File: config.mk
export PLATFORM = sky130hd
export DESIGN_NAME = irq_cfg_bank
export DESIGN_NICKNAME = d
export VERILOG_FILES = /design/src/rtl/irq_cfg_pkg.sv /design/src/rtl/irq_cfg_decode.sv /design/src/rtl/irq_cfg_byte_bank.sv /design/src/rtl/irq_cfg_read_path.sv /design/src/rtl/irq_cfg_bank.sv
export SDC_FILE = /design/constraint.sdc
export NUM_CORES = 1
export LEC_CHECK = 0
export BUFFER_PORTS_ARGS = -buffer_cell sky130_fd_sc_hd__buf_4
export CAP_MARGIN = 30
export CORE_AREA = 2 2 430 432
export CTS_CLUSTER_DIAMETER = 150
export CTS_CLUSTER_SIZE = 10
export DETAILED_ROUTE_END_ITERATION = 8
export DIE_AREA = 0 0 432 434
export HOLD_SLACK_MARGIN = 0.06
export PLACE_DENSITY = 0.45
export SLEW_MARGIN = 20
export SYNTH_ARGS = -nofsm -noshare
export SYNTH_HDL_FRONTEND = slang
export SYNTH_HIERARCHICAL = 1
export SYNTH_SLANG_ARGS = --single-unit
File: constraint.sdc
create_clock -name clk -period 6.55 [get_ports clk]
set_input_delay 1.31 -clock clk [delete_from_list [all_inputs] [get_ports clk]]
set_output_delay 1.31 -clock clk [all_outputs]
set_load 0.005 [all_outputs]
File: src/rtl/irq_cfg_pkg.sv
// Package: shared types and helpers of the interrupt configuration bank.
// Assumes a 12-bit byte address split into four 1 KiB regions.
package irq_cfg_pkg;

    localparam int ADDR_W = 12;
    localparam int IDX_W  = 8;

    typedef enum logic [1:0] {
        SZ_BYTE = 2'd0,
        SZ_HALF = 2'd1,
        SZ_WORD = 2'd2,
        SZ_RSVD = 2'd3
    } acc_size_e;

    typedef enum logic [1:0] {
        RG_DESC = 2'd0,
        RG_PRIO = 2'd1,
        RG_TGT  = 2'd2,
        RG_NONE = 2'd3
    } region_e;

    // Mask keeping the upper `bits` bits of a byte.
    function automatic logic [7:0] upper_keep(input int bits);
        return 8'(8'hFF << (8 - bits));
    endfunction

    // Mask keeping the lower `count` bits of a byte.
    function automatic logic [7:0] lower_keep(input int count);
        return 8'((16'd1 << count) - 16'd1);
    endfunction

endpackage

File: src/rtl/irq_cfg_decode.sv
// Module: address and size decoder.
// Splits a request into region, word index and byte lanes. It flags legal
// sizes and alignment, and whether the word lies inside the implemented lines.
// Assumes LINES is a multiple of 32 and at most 992.
module irq_cfg_decode
    import irq_cfg_pkg::*;
#(
    parameter int LINES = 64
) (
    input  logic [ADDR_W-1:0] addr,
    input  logic [1:0]        size,
    output region_e           region,
    output logic [IDX_W-1:0]  idx,
    output logic [3:0]        be,
    output logic [1:0]        lane,
    output logic              acc_ok,
    output logic              is_byte,
    output logic              in_range
);
    localparam int WORDS = LINES / 4;
    localparam logic [IDX_W:0] WORDS_L = (IDX_W+1)'(WORDS);

    acc_size_e sz;

    // Purpose: classify the access and derive its lanes.
    always_comb begin
        sz       = acc_size_e'(size);
        region   = region_e'(addr[ADDR_W-1 -: 2]);
        idx      = addr[IDX_W+1:2];
        lane     = addr[1:0];
        is_byte  = (sz == SZ_BYTE);
        acc_ok   = is_byte || ((sz == SZ_WORD) && (addr[1:0] == 2'b00));
        be       = is_byte ? (4'b0001 << addr[1:0]) : 4'b1111;
        in_range = ({1'b0, idx} < WORDS_L);
    end

endmodule

File: src/rtl/irq_cfg_byte_bank.sv
// Module: per-line byte store with write masking.
// Each line owns one byte, and four lines share a 32-bit word. Only the bits
// set in KEEP are stored. Lines below FIXED_LINES have no storage and read
// zero. The write enable must already include the range and legality checks.
module irq_cfg_byte_bank
    import irq_cfg_pkg::*;
#(
    parameter int         LINES       = 64,
    parameter logic [7:0] KEEP        = 8'hFF,
    parameter int         FIXED_LINES = 0
) (
    input  logic                 clk,
    input  logic                 rst_n,
    input  logic                 wr_en,
    input  logic [IDX_W-1:0]     idx,
    input  logic [3:0]           be,
    input  logic [31:0]          wdata,
    output logic [31:0]          rd_word,
    output logic [LINES*8-1:0]   bytes_out
);
    localparam int WORDS = LINES / 4;

    logic [7:0] byte_q [LINES];

    genvar l;
    generate
        for (l = 0; l < LINES; l++) begin : g_line
            localparam int WI = l / 4;
            localparam int LN = l % 4;
            if (l < FIXED_LINES) begin : g_fixed
                assign byte_q[l] = 8'h00;
            end else begin : g_store
                logic [7:0] q;
                // Purpose: hold one masked byte, cleared by reset.
                always_ff @(posedge clk) begin
                    if (!rst_n) begin
                        q <= 8'h00;
                    end else if (wr_en && (idx == IDX_W'(WI)) && be[LN]) begin
                        q <= wdata[8*LN +: 8] & KEEP;
                    end
                end
                assign byte_q[l] = q;
            end
            assign bytes_out[8*l +: 8] = byte_q[l];
        end
    endgenerate

    // Purpose: select the addressed word for a read.
    always_comb begin
        rd_word = 32'h0;
        for (int w = 0; w < WORDS; w++) begin
            if (idx == IDX_W'(w)) begin
                rd_word = {byte_q[4*w+3], byte_q[4*w+2], byte_q[4*w+1], byte_q[4*w]};
            end
        end
    end

endmodule

File: src/rtl/irq_cfg_read_path.sv
// Module: read selection and registered return.
// Picks the word of the addressed region and applies the rules for
// out-of-range and illegal accesses. A byte read returns its byte in bits
// 7:0. The result is registered once.
module irq_cfg_read_path
    import irq_cfg_pkg::*;
(
    input  logic        clk,
    input  logic        rst_n,
    input  logic        rd_req,
    input  region_e     region,
    input  logic        desc_hit,
    input  logic        in_range,
    input  logic        acc_ok,
    input  logic        is_byte,
    input  logic [1:0]  lane,
    input  logic [31:0] desc_word,
    input  logic [31:0] prio_word,
    input  logic [31:0] tgt_word,
    output logic        rd_valid,
    output logic [31:0] rd_data
);
    logic [31:0] sel_word;
    logic [31:0] fmt_word;

    // Purpose: choose the region word, or zero for unbacked space.
    always_comb begin
        unique case (region)
            RG_DESC: sel_word = desc_hit ? desc_word : 32'h0;
            RG_PRIO: sel_word = in_range ? prio_word : 32'h0;
            RG_TGT:  sel_word = in_range ? tgt_word  : 32'h0;
            default: sel_word = 32'h0;
        endcase
    end

    // Purpose: apply the size rules to the selected word.
    always_comb begin
        if (!acc_ok) begin
            fmt_word = 32'h0;
        end else if (is_byte) begin
            fmt_word = {24'h0, sel_word[8*lane +: 8]};
        end else begin
            fmt_word = sel_word;
        end
    end

    // Purpose: register the read result and its valid flag.
    always_ff @(posedge clk) begin
        if (!rst_n) begin
            rd_valid <= 1'b0;
            rd_data  <= 32'h0;
        end else begin
            rd_valid <= rd_req;
            rd_data  <= rd_req ? fmt_word : 32'h0;
        end
    end

endmodule

File: src/rtl/irq_cfg_bank.sv
// Module: interrupt priority and target configuration bank (top).
// Holds a priority byte and a target byte per line, plus a read-only
// description word at 0x000. The target bytes of the first 32 lines are
// private to each CPU: they are not stored and read back the bit of the CPU
// making the access. Assumes NUM_LINES is a multiple of 32 up to 992,
// NUM_CPUS is 1..8 and PRIO_BITS is 4..8.
module irq_cfg_bank
    import irq_cfg_pkg::*;
#(
    parameter int NUM_LINES = 64,
    parameter int NUM_CPUS  = 4,
    parameter int PRIO_BITS = 5
) (
    input  logic                   clk,
    input  logic                   rst_n,
    input  logic                   req_valid,
    input  logic                   req_write,
    input  logic [11:0]            req_addr,
    input  logic [1:0]             req_size,
    input  logic [31:0]            req_wdata,
    input  logic [2:0]             req_cpu,
    output logic                   rd_valid,
    output logic [31:0]            rd_data,
    output logic [NUM_LINES*8-1:0] prio_out,
    output logic [NUM_LINES*8-1:0] tgt_out
);
    localparam int         PRIVATE_LINES = 32;
    localparam int         PRIVATE_WORDS = PRIVATE_LINES / 4;
    localparam logic [7:0] PRIO_KEEP     = upper_keep(PRIO_BITS);
    localparam logic [7:0] CPU_KEEP      = lower_keep(NUM_CPUS);
    localparam logic [31:0] DESC_WORD    =
        {24'h0, 3'(NUM_CPUS - 1), 5'(NUM_LINES / 32 - 1)};

    region_e          region;
    logic [IDX_W-1:0] idx;
    logic [3:0]       be;
    logic [1:0]       lane;
    logic             acc_ok;
    logic             is_byte;
    logic             in_range;
    logic             wr_ok;
    logic             prio_we;
    logic             tgt_we;
    logic [31:0]      wr_word;
    logic [31:0]      prio_rd;
    logic [31:0]      tgt_rd;
    logic [31:0]      tgt_sel;
    logic [7:0]       own_bit;

    irq_cfg_decode #(.LINES(NUM_LINES)) u_dec (
        .addr     (req_addr),
        .size     (req_size),
        .region   (region),
        .idx      (idx),
        .be       (be),
        .lane     (lane),
        .acc_ok   (acc_ok),
        .is_byte  (is_byte),
        .in_range (in_range)
    );

    // Purpose: gate writes to the arrays and replicate byte data to all lanes.
    always_comb begin
        wr_ok   = req_valid && req_write && acc_ok && in_range;
        prio_we = wr_ok && (region == RG_PRIO);
        tgt_we  = wr_ok && (region == RG_TGT);
        wr_word = is_byte ? {4{req_wdata[7:0]}} : req_wdata;
    end

    irq_cfg_byte_bank #(
        .LINES       (NUM_LINES),
        .KEEP        (PRIO_KEEP),
        .FIXED_LINES (0)
    ) u_prio (
        .clk       (clk),
        .rst_n     (rst_n),
        .wr_en     (prio_we),
        .idx       (idx),
        .be        (be),
        .wdata     (wr_word),
        .rd_word   (prio_rd),
        .bytes_out (prio_out)
    );

    irq_cfg_byte_bank #(
        .LINES       (NUM_LINES),
        .KEEP        (CPU_KEEP),
        .FIXED_LINES (PRIVATE_LINES)
    ) u_tgt (
        .clk       (clk),
        .rst_n     (rst_n),
        .wr_en     (tgt_we),
        .idx       (idx),
        .be        (be),
        .wdata     (wr_word),
        .rd_word   (tgt_rd),
        .bytes_out (tgt_out)
    );

    // Purpose: substitute the accessing CPU's bit for the private target words.
    always_comb begin
        own_bit = (8'h01 << req_cpu) & CPU_KEEP;
        tgt_sel = (idx < IDX_W'(PRIVATE_WORDS)) ? {4{own_bit}} : tgt_rd;
    end

    irq_cfg_read_path u_rd (
        .clk       (clk),
        .rst_n     (rst_n),
        .rd_req    (req_valid && !req_write),
        .region    (region),
        .desc_hit  (idx == '0),
        .in_range  (in_range),
        .acc_ok    (acc_ok),
        .is_byte   (is_byte),
        .lane      (lane),
        .desc_word (DESC_WORD),
        .prio_word (prio_rd),
        .tgt_word  (tgt_sel),
        .rd_valid  (rd_valid),
        .rd_data   (rd_data)
    );

endmodule

* Word-level counts from Yosys, hierarchy flattened *
Index checks and enable logic that the tools add are counted.

word-level totals
  register bits = 481
  output and inout bits = 1057

cells by class
  order comparisons = 2
  equality and inequality tests = 18
  shift-type cells = 3
  multiplexer cells = 32
  bitwise gates (word level) = 3
  reductions and logical operators = 135

operator list
  operator                                                     number
  2-to-1 mux 32 bit                                            20
  2-to-1 mux 28 bit                                            8
  logical AND 1 bit                                            127
  case mux 32 bit (3 select lines)                             1
  equality test 8 x 4 -> 1 bit (second input constant)         8
  equality test 8 x 3 -> 1 bit (second input constant)         4
  variable part select 32 x 6 -> 8 bit                         1
  equality test 8 x 2 -> 1 bit (second input constant)         2
  equality test 8 x 1 -> 1 bit (second input constant)         1
  zero test 8 bit                                              1
  less-than comparator 8 x 4 -> 1 bit (second input constant)  1
  less-than comparator 8 x 5 -> 1 bit (second input constant)  1
  2-to-1 mux 8 bit                                             1
  2-to-1 mux 7 bit                                             1
  zero test 2 bit                                              3
  equality test 2 bit (second input constant)                  2
  2-to-1 mux 4 bit                                             1
  OR reduction 4 bit                                           1
  << shifter 1 x 2 -> 4 bit (first input constant)             1
  << shifter 1 x 3 -> 4 bit (first input constant)             1
  inverter 1 bit                                               3
  AND reduction 3 bit                                          1
  equality test 2 x 1 -> 1 bit (second input constant)         1
  zero test 1 bit                                              1
  logical OR 1 bit                                             1

* Logic depth before layout (Yosys ltp) *
Gate-level depths: netlist (run 1).

  word-level depth = 21
  depth in mapped cells = 14

* By module *
The synthesis (run 1) kept the hierarchy.

modules (own cells, without submodules)
  module                      times used  cells each  area each (sq um)  seq. area each (sq um)
  irq_cfg_byte_bank (u_prio)  1           2162        17603.1            6406.1
  irq_cfg_byte_bank (u_tgt)   1           1050        9300.2             2562.5
  irq_cfg_read_path           1           212         1854.3             660.6
  irq_cfg_bank                1           112         631.9              0.0
  irq_cfg_decode              1           22          146.4              0.0

* Worst setup path after synthesis (run 1) *
OpenSTA, ideal clock, no wires.

  kind = input-to-reg
  from = input req_addr[7]
  to = register u_rd.rd_data[6]
  setup time = 0.103 ns
  arrival time = 3.569 ns
  required time = 6.447 ns
  path slack = 2.877 ns
  cell stages on the path = 10
  path buffers = 2
  cells stage by stage = buf_4 -> or4_4 -> buf_6 -> or3_4 -> o211ai_2 -> a22oi_1 -> o32ai_1 -> a22o_1 -> a22oi_1 -> a2111oi_2

between the ends
  longest elaborated chain between the ends = 21
  elaborated cells between the ends (all ways) = 48

RTL lines
  element                                 RTL line                 source
  start: declaration                      irq_cfg_bank.sv:18       input logic [11:0] req_addr,
  zero test 8 bit                         n/a
  2-to-1 mux 32 bit (15 in series)        irq_cfg_byte_bank.sv:52  if (idx == IDX_W'(w)) begin
  2-to-1 mux 32 bit *                     irq_cfg_byte_bank.sv:52
  net prio_rd[22]                         irq_cfg_bank.sv:45       logic [31:0] prio_rd;
  2-to-1 mux 32 bit *                     irq_cfg_read_path.sv:30  RG_PRIO: sel_word = in_range ? prio_word : 32'h0;
  case mux 32 bit (3 select lines) *      irq_cfg_read_path.sv:28  unique case (region)
  variable part select 32 x 6 -> 8 bit *  irq_cfg_read_path.sv:41  fmt_word = {24'h0, sel_word[8*lane +: 8]};
  2-to-1 mux 8 bit *                      irq_cfg_read_path.sv:40  end else if (is_byte) begin
  end signal: assignment                  irq_cfg_read_path.sv:54  rd_data <= rd_req ? fmt_word : 32'h0;
  end: declaration                        irq_cfg_read_path.sv:21  output logic [31:0] rd_data

Mark *: on every way through the listed nets, which the timed path passes. The rest lies on a longest branch.
A chain may end at the register's enable or synchronous reset.

* Worst setup path after layout (run 1) *
  from = input req_addr[7]
  to = register u_rd.rd_data[7]

Same word-level chain as after synthesis.

==> flow_metrics.env, run 1 <==
export IMPL_synth_simple_gate_area_frac=0.171
export IMPL_tightest_slew_ns=0.993
export IMPL_insertion_delay_ns=0.71
export IMPL_p_int_w=0.00461
export IMPL_die_w_um=432
export IMPL_met3_usage=0.0365
export IMPL_io_pin_count=1110
export IMPL_endpoint_kind="register"
export IMPL_dp_hpwl_um=138000
export IMPL_path_cells="buf_4 -> or4_4 -> nor3_2 -> buf_4 -> a22oi_1 -> a22oi_1 -> o21ai_1 -> a21oi_1 -> nand3b_1 -> a21boi_0 -> a211oi_1 -> a2111oi_2"
export IMPL_ant_nets=0
export IMPL_worstRegToRegCells=10
export IMPL_grt_antenna_before_repair=6
export IMPL_vias=26600
export IMPL_whs_path_depth=2
export IMPL_fmax_mhz=223
export IMPL_start_kind="input pin"
export IMPL_htree_num_levels=2
export IMPL_use_met2=0.324
export IMPL_drtIter0Drc=2432
export IMPL_grtUsageMet1=0.194
export IMPL_cp_max_fo=15
export IMPL_drive_above_1_share=0.198
export IMPL_synth_xor_area_frac=0
export IMPL_rsz0062_at_grt="no"
export IMPL_fin_nets=4058
export IMPL_hold_buffers=0
export IMPL_vias_per_cell=4.15
export IMPL_gp_congestion=0.924
export IMPL_fin_tns_setup_ns=0
export IMPL_slew_headroom=0.338
export IMPL_rows=157
export IMPL_synth_compound_area_share=0.193
export IMPL_fin_skew_ns=0.0976
export IMPL_grt_pass1_wl_um=226000
export IMPL_utilization=0.194
export IMPL_overflow=0
export IMPL_period_share=0.685
export IMPL_hold_slack_ns=0.475
export IMPL_synth_area_um2=29500
export IMPL_clk_path_buf_depth=3
export IMPL_dpl_worst_slack_ns=1.43
export IMPL_switchingPower_w=0.00190
export IMPL_fin_crit_ns=4.49
export IMPL_synth_top_family_by_area="buffers and inverters"
export IMPL_maxCapViolations=0
export IMPL_mostFrequentLayoutCells="643 x conb_1, 606 x buf_4, 490 x nand2_1"
export IMPL_postSynthCellCount=3558
export IMPL_synthAdderAreaFrac=0
export IMPL_slew_viol_final=0
export IMPL_async_reset_ff_frac=0
export IMPL_synth_edff_count=0
export IMPL_synth_distinct_cells=81
export IMPL_synth_seq_area_share=0.326
export IMPL_final_common_cell="conb_1"
export IMPL_cts_buffers=56
export IMPL_pwr_share_seq=0.449
export IMPL_root_buffer="clkbuf_16"
export IMPL_cts_setup_buffers=0
export IMPL_wl_um=174000
export IMPL_cts_tree="done"
export IMPL_ys_flop_type="dfxtp_1"
export IMPL_die_area_um2=187000
export IMPL_ys_ff_latch=481
export IMPL_combPwrFrac=0.101
export IMPL_crit_arrival_ns=4.99
export IMPL_clkTransAtPathRegs_ns=0.06
export IMPL_synth_area_mux_share=0.108
export IMPL_start_util=0.162
export IMPL_crit_buf_inv=2
export IMPL_crit_required_ns=7.05
export IMPL_critPathKind="in -> reg"
export IMPL_slowest_stage="or4_4"
export IMPL_leakagePower_nw=14.6
export IMPL_area_growth_syn_to_layout_pct=19.9
export IMPL_grt_max_degree=91
export IMPL_setup_viol=0
export IMPL_avgRoutedWirePerCell_um=27.2
export IMPL_fp_dieH_um=434
export IMPL_busiest_layer="met2"
export IMPL_crit_cells=12
export IMPL_critPathMaxStageDelay_ns=0.73
export IMPL_grtUsageTotal=0.176
export IMPL_portBuffers=533
export IMPL_hold_viol=0
export IMPL_cts_resized=0
export IMPL_synth_avg_cell_area_um2=8.30
export IMPL_finalWorstSetupSlack_ns=2.06
export IMPL_swShare=0.292
export IMPL_drtPass1Iterations=6
export IMPL_cts_sinks=481
export IMPL_cp_top_family="compound AO/OA/AOI/OAI gates"
export IMPL_power_density_nw_per_um2=184
export IMPL_status="finished clean"
export IMPL_p_clk_frac=0.450
export IMPL_yosysWarnings=6
export IMPL_fp_coreArea_um2=182000
export IMPL_hold_class="reg -> reg"
export IMPL_drc=0
export IMPL_irDropWorstVdd_mv=0.227
export IMPL_grt_pass1_vias=24400
-- cell usage after synthesis (11+ instances only) --
cell	count	area share
o21ai_0	251	0.043
a21o_1	31	0.0079
and2_1	26	0.0055
mux2_2	20	0.0076
dfxtp_1	481	0.33
buf_4	627	0.16
and3_1	16	0.0034
o22ai_1	59	0.012
o2bb2ai_1	13	0.0039
nand3_1	94	0.016
buf_2	55	0.0093
a21oi_1	108	0.018
a22o_1	11	0.0033
mux4_2	14	0.011
clkbuf_1	155	0.020
a22oi_1	28	0.0071
mux2i_1	265	0.090
a221o_1	14	0.0047
inv_1	33	0.0042
a211oi_1	11	0.0028
nand4_1	16	0.0034
nor3_4	13	0.0072
buf_6	16	0.0061
a21boi_0	204	0.052
nand3b_1	15	0.0038
nand2b_1	19	0.0040
a21boi_1	50	0.013
nor2_1	129	0.016
nand2_1	490	0.062
nor2b_1	110	0.023
nor3_1	19	0.0032
-- state kept, by name (all words and copies together), names as in the netlist --
name,cells
u_prio/g_line.g_store.q,320
u_rd/rd_data,32
u_rd/rd_valid,1
u_tgt/g_line.g_store.q,128
-- worst reg2reg max path, stage by stage (launching register included) --
cell	delay, ns
dfxtp_1	0.36
mux2i_1	0.14
o2bb2ai_1	0.39
a22oi_1	0.24
a22oi_1	0.44
o21ai_0	0.24
a21oi_1	0.19
nand2_1	0.07
o22ai_1	0.26
o21ai_0	0.18
a2111oi_2	0.26
-- path summary, 6_finish.rpt --
kind	slack, ns	from	endpoint
setup / recovery	2.06	req_addr[7]	u_rd/rd_data[7]
hold / removal	0.47	u_tgt/g_line[63].g_store.q[1]	u_tgt/g_line[63].g_store.q[1]
setup reg to reg	3.60	u_prio/g_line[0].g_store.q[7]	u_rd/rd_data[7]
hold reg to reg	0.47	u_tgt/g_line[63].g_store.q[1]	u_tgt/g_line[63].g_store.q[1]
-- routing by layer --
metal,wire length (um),share of wire
met5,0,0
met4,8290,0.048
met3,11900,0.069
met2,90400,0.52
met1,63300,0.36
-- cells by family (layout without fill, tap and decap cells) --
family | after synthesis | count (layout)
simple gates | 1010 | 1010
buf+inv | 898 | 714
compound gates | 865 | 865
flops | 481 | 481
mux | 300 | 300
other cells | 4 | 644
-- power groups by stage --
stage	registers, W	logic, W	clock network [W]
after detailed placement	0.00299	0.000645	0
after global placement	0.00299	0.000641	0
after CTS	0.00293	0.000645	0.00303
after floorplan	0.00299	0.000634	0
final	0.00293	0.000655	0.00293
after global routing	0.00292	0.000704	0.00312
-- per-stage QoR --
step / instances / area, um2 / total power [W]
after global placement: 6329 / 33800 / 0.00363
final: 6399 / 35400 / 0.00651
after CTS: 6398 / 35400 / 0.00661
after floorplan: 4197 / 31900 / 0.00363
after global routing: 6398 / 35400 / 0.00674
after detailed placement: 6332 / 33900 / 0.00364
-- layout make-up --
type | instances | area, um2
Fill cell | 20500 | 147000
Multi-Input combinational cell | 2818 | 16500
Sequential cell | 481 | 9630
Timing Repair Buffer | 613 | 4660
Tap cell | 2385 | 2980
Clock buffer | 59 | 1420
Inverter | 35 | 131
Clock inverter | 7 | 121
Antenna cell | 1 | 2.50
(Power assumes the default switching activity.)
==> inputs of run 2 (changes only) <==
- clock period: 6.55 -> 4.25 ns (I/O delays scaled with it)
==> run 2 against run 1 <==
  * Sequential power up 54%
  * Via count up 2.3%
  * Sequential cell count unchanged
  * Power up 55%
  * Die area unchanged
  * Clock power up 56%
  * Critical path type unchanged
  * Critical endpoint is now u_rd/rd_data[6]
  * Largest power group is now the clock network
==> flow_metrics.env, run 2 (synthesized netlist as in run 1, its figures left out) <==
export IMPL_fin_skew_ns=0.0223
export IMPL_portBuffers=533
export IMPL_drtIter0Drc=1968
export IMPL_drtPass1Iterations=6
export IMPL_whs_path_depth=2
export IMPL_wl_um=174000
export IMPL_drc=0
export IMPL_r2r_end="u_rd/rd_data[6]"
export IMPL_crit_arrival_ns=3.97
export IMPL_start_util=0.162
export IMPL_crit_required_ns=4.80
export IMPL_cts_resized=0
export IMPL_rsz0062_at_grt="no"
export IMPL_fin_crit_ns=3.42
export IMPL_overflow=0
export IMPL_cts_tree="done"
export IMPL_critPathMaxStageDelay_ns=0.74
export IMPL_maxCapViolations=0
export IMPL_clkTransAtPathRegs_ns=0.06
export IMPL_fin_tns_setup_ns=0
export IMPL_irDropWorstVdd_mv=0.315
export IMPL_cp_common_cell="a22oi_1"
export IMPL_htree_num_levels=2
export IMPL_utilization=0.202
export IMPL_cts_setup_buffers=0
export IMPL_start_kind="input pin"
export IMPL_slowest_stage="or4_4"
export IMPL_r2r_start="u_prio/g_line[6].g_store.q[6]"
export IMPL_dpl_cell_area_um2=35300
export IMPL_min_to="u_tgt/g_line[61].g_store.q[0]"
export IMPL_gp_congestion=0.912
export IMPL_rrSetupSlack_ns=1.53
export IMPL_period_share=0.805
export IMPL_fin_nets=4221
export IMPL_grt_pass1_vias=25300
export IMPL_mostFrequentLayoutCells="752 x buf_4, 643 x conb_1, 490 x nand2_1"
export IMPL_power_density_nw_per_um2=275
export IMPL_status="finished clean"
export IMPL_area_growth_syn_to_layout_pct=24.8
export IMPL_min_from="u_tgt/g_line[61].g_store.q[0]"
export IMPL_fp_dieH_um=434
export IMPL_grt_max_degree=224
export IMPL_die_area_um2=187000
export IMPL_top_register="u_prio/g_line.g_store.q"
export IMPL_n_fill_cell=20400
export IMPL_grt_antenna_before_repair=3
export IMPL_dp_hpwl_um=141000
export IMPL_drive_above_1_share=0.229
export IMPL_endpoint_kind="register"
export IMPL_grtUsageTotal=0.176
export IMPL_setup_viol=0
export IMPL_clk_path_buf_depth=3
export IMPL_cts_buffers=55
export IMPL_multi_input_area_um2=16500
export IMPL_finalWorstSetupSlack_ns=0.828
export IMPL_root_buffer="clkbuf_16"
export IMPL_worstRegToRegCells=8
export IMPL_vias_per_cell=4.14
export IMPL_avgRoutedWirePerCell_um=26.6
export IMPL_cts_sinks=481
export IMPL_critPathKind="in -> reg"
export IMPL_fmax_mhz=292
export IMPL_leakagePower_nw=15.5
export IMPL_seq_area_um2=9630
export IMPL_hold_class="reg -> reg"
export IMPL_fp_coreArea_um2=182000
export IMPL_rows=157
export IMPL_tightest_slew_ns=1.16
export IMPL_slew_viol_final=0
export IMPL_grt_pass1_wl_um=227000
export IMPL_finalPower_w=0.0101
export IMPL_hold_viol=0
export IMPL_hold_buffers=0
export IMPL_cp_max_fo=15
export IMPL_crit_buf_inv=1
export IMPL_ant_nets=0
export IMPL_slew_headroom=0.226
export IMPL_cp_top_family="compound AO/OA/AOI/OAI gates"
export IMPL_top_regs="u_prio/g_line.g_store.q (320), u_tgt/g_line.g_store.q (128), u_rd/rd_data (32)"
export IMPL_io_pin_count=1110
export IMPL_die_w_um=432
export IMPL_path_cells="buf_4 -> or4_4 -> nor2_4 -> nand3_1 -> o211ai_2 -> a22oi_1 -> o32ai_1 -> a22o_1 -> a22oi_1 -> a2111oi_2"
export IMPL_vias=27200
export IMPL_largest_reg_flops=320
export IMPL_dpl_worst_slack_ns=0.173
export IMPL_design_area_um2=36900
export IMPL_final_common_cell="buf_4"
export IMPL_insertion_delay_ns=0.66
-- run 2: cell count changes in the layout (fill, tap and decap cells not counted), sizes merged --
cell | before | now
clkinv | 6 | 3
diode | 1 | 2
clkinvlp | 0 | 1
buf | 613 | 777
inv | 36 | 35
bufinv | 0 | 2
clkbuf | 59 | 58
-- run 2: final cells by class --
cell class / count / share of cell area
multi-input combinational: 2818 / 0.446
sequential: 481 / 0.261
timing repair buffer: 777 / 0.166
tap: 2385 / 0.0809
clock buffer: 58 / 0.0385
inverter: 35 / 0.00356
clock inverter: 6 / 0.00333
antenna: 2 / 0.000136
-- run 2: how the worst max path moves through the flow --
stage	start	endpoint	slack, ns	depth (start not counted)
global route	req_addr[7]	u_rd/rd_data[6]	0.76	10
floorplan	req_addr[7]	u_rd/rd_data[6]	1.04	10
detailed placement	req_addr[7]	u_rd/rd_data[6]	0.17	10
finish	req_addr[7]	u_rd/rd_data[6]	0.83	10
global placement	req_addr[7]	u_rd/rd_data[6]	0.21	10
CTS	req_addr[7]	u_rd/rd_data[6]	0.88	10
-- run 2: where the power goes --
| part | switching, W | internal (W) |
|---|---|---|
| clock | 0.00209 | 0.00247 |
| combinational | 0.000795 | 0.000262 |
| sequential | 0.00000105 | 0.00451 |
| total | 0.00289 | 0.00724 |
-- run 2: stage by stage --
stage                     hold slack (ns)  instances
after floorplan                     0.461       4197
after global placement              0.462       6493
after detailed placement            0.465       6496
after CTS                           0.436       6560
after global routing                0.472       6560
final                               0.473       6562
-- run 2: worst min-delay path: stages (launching register included) --
cell and delay [ns]:
dfxtp_1 0.32, nand2_1 0.05, mux2i_1 0.05
-- run 2: metal layers --
layer	vias up	global-route usage	wire [um]
li1	12200	-	-
met1	13500	0.194	64300
met2	1187	0.328	91200
met3	236	0.0352	10900
met4	2	0.0706	7960
met5	-	0	7
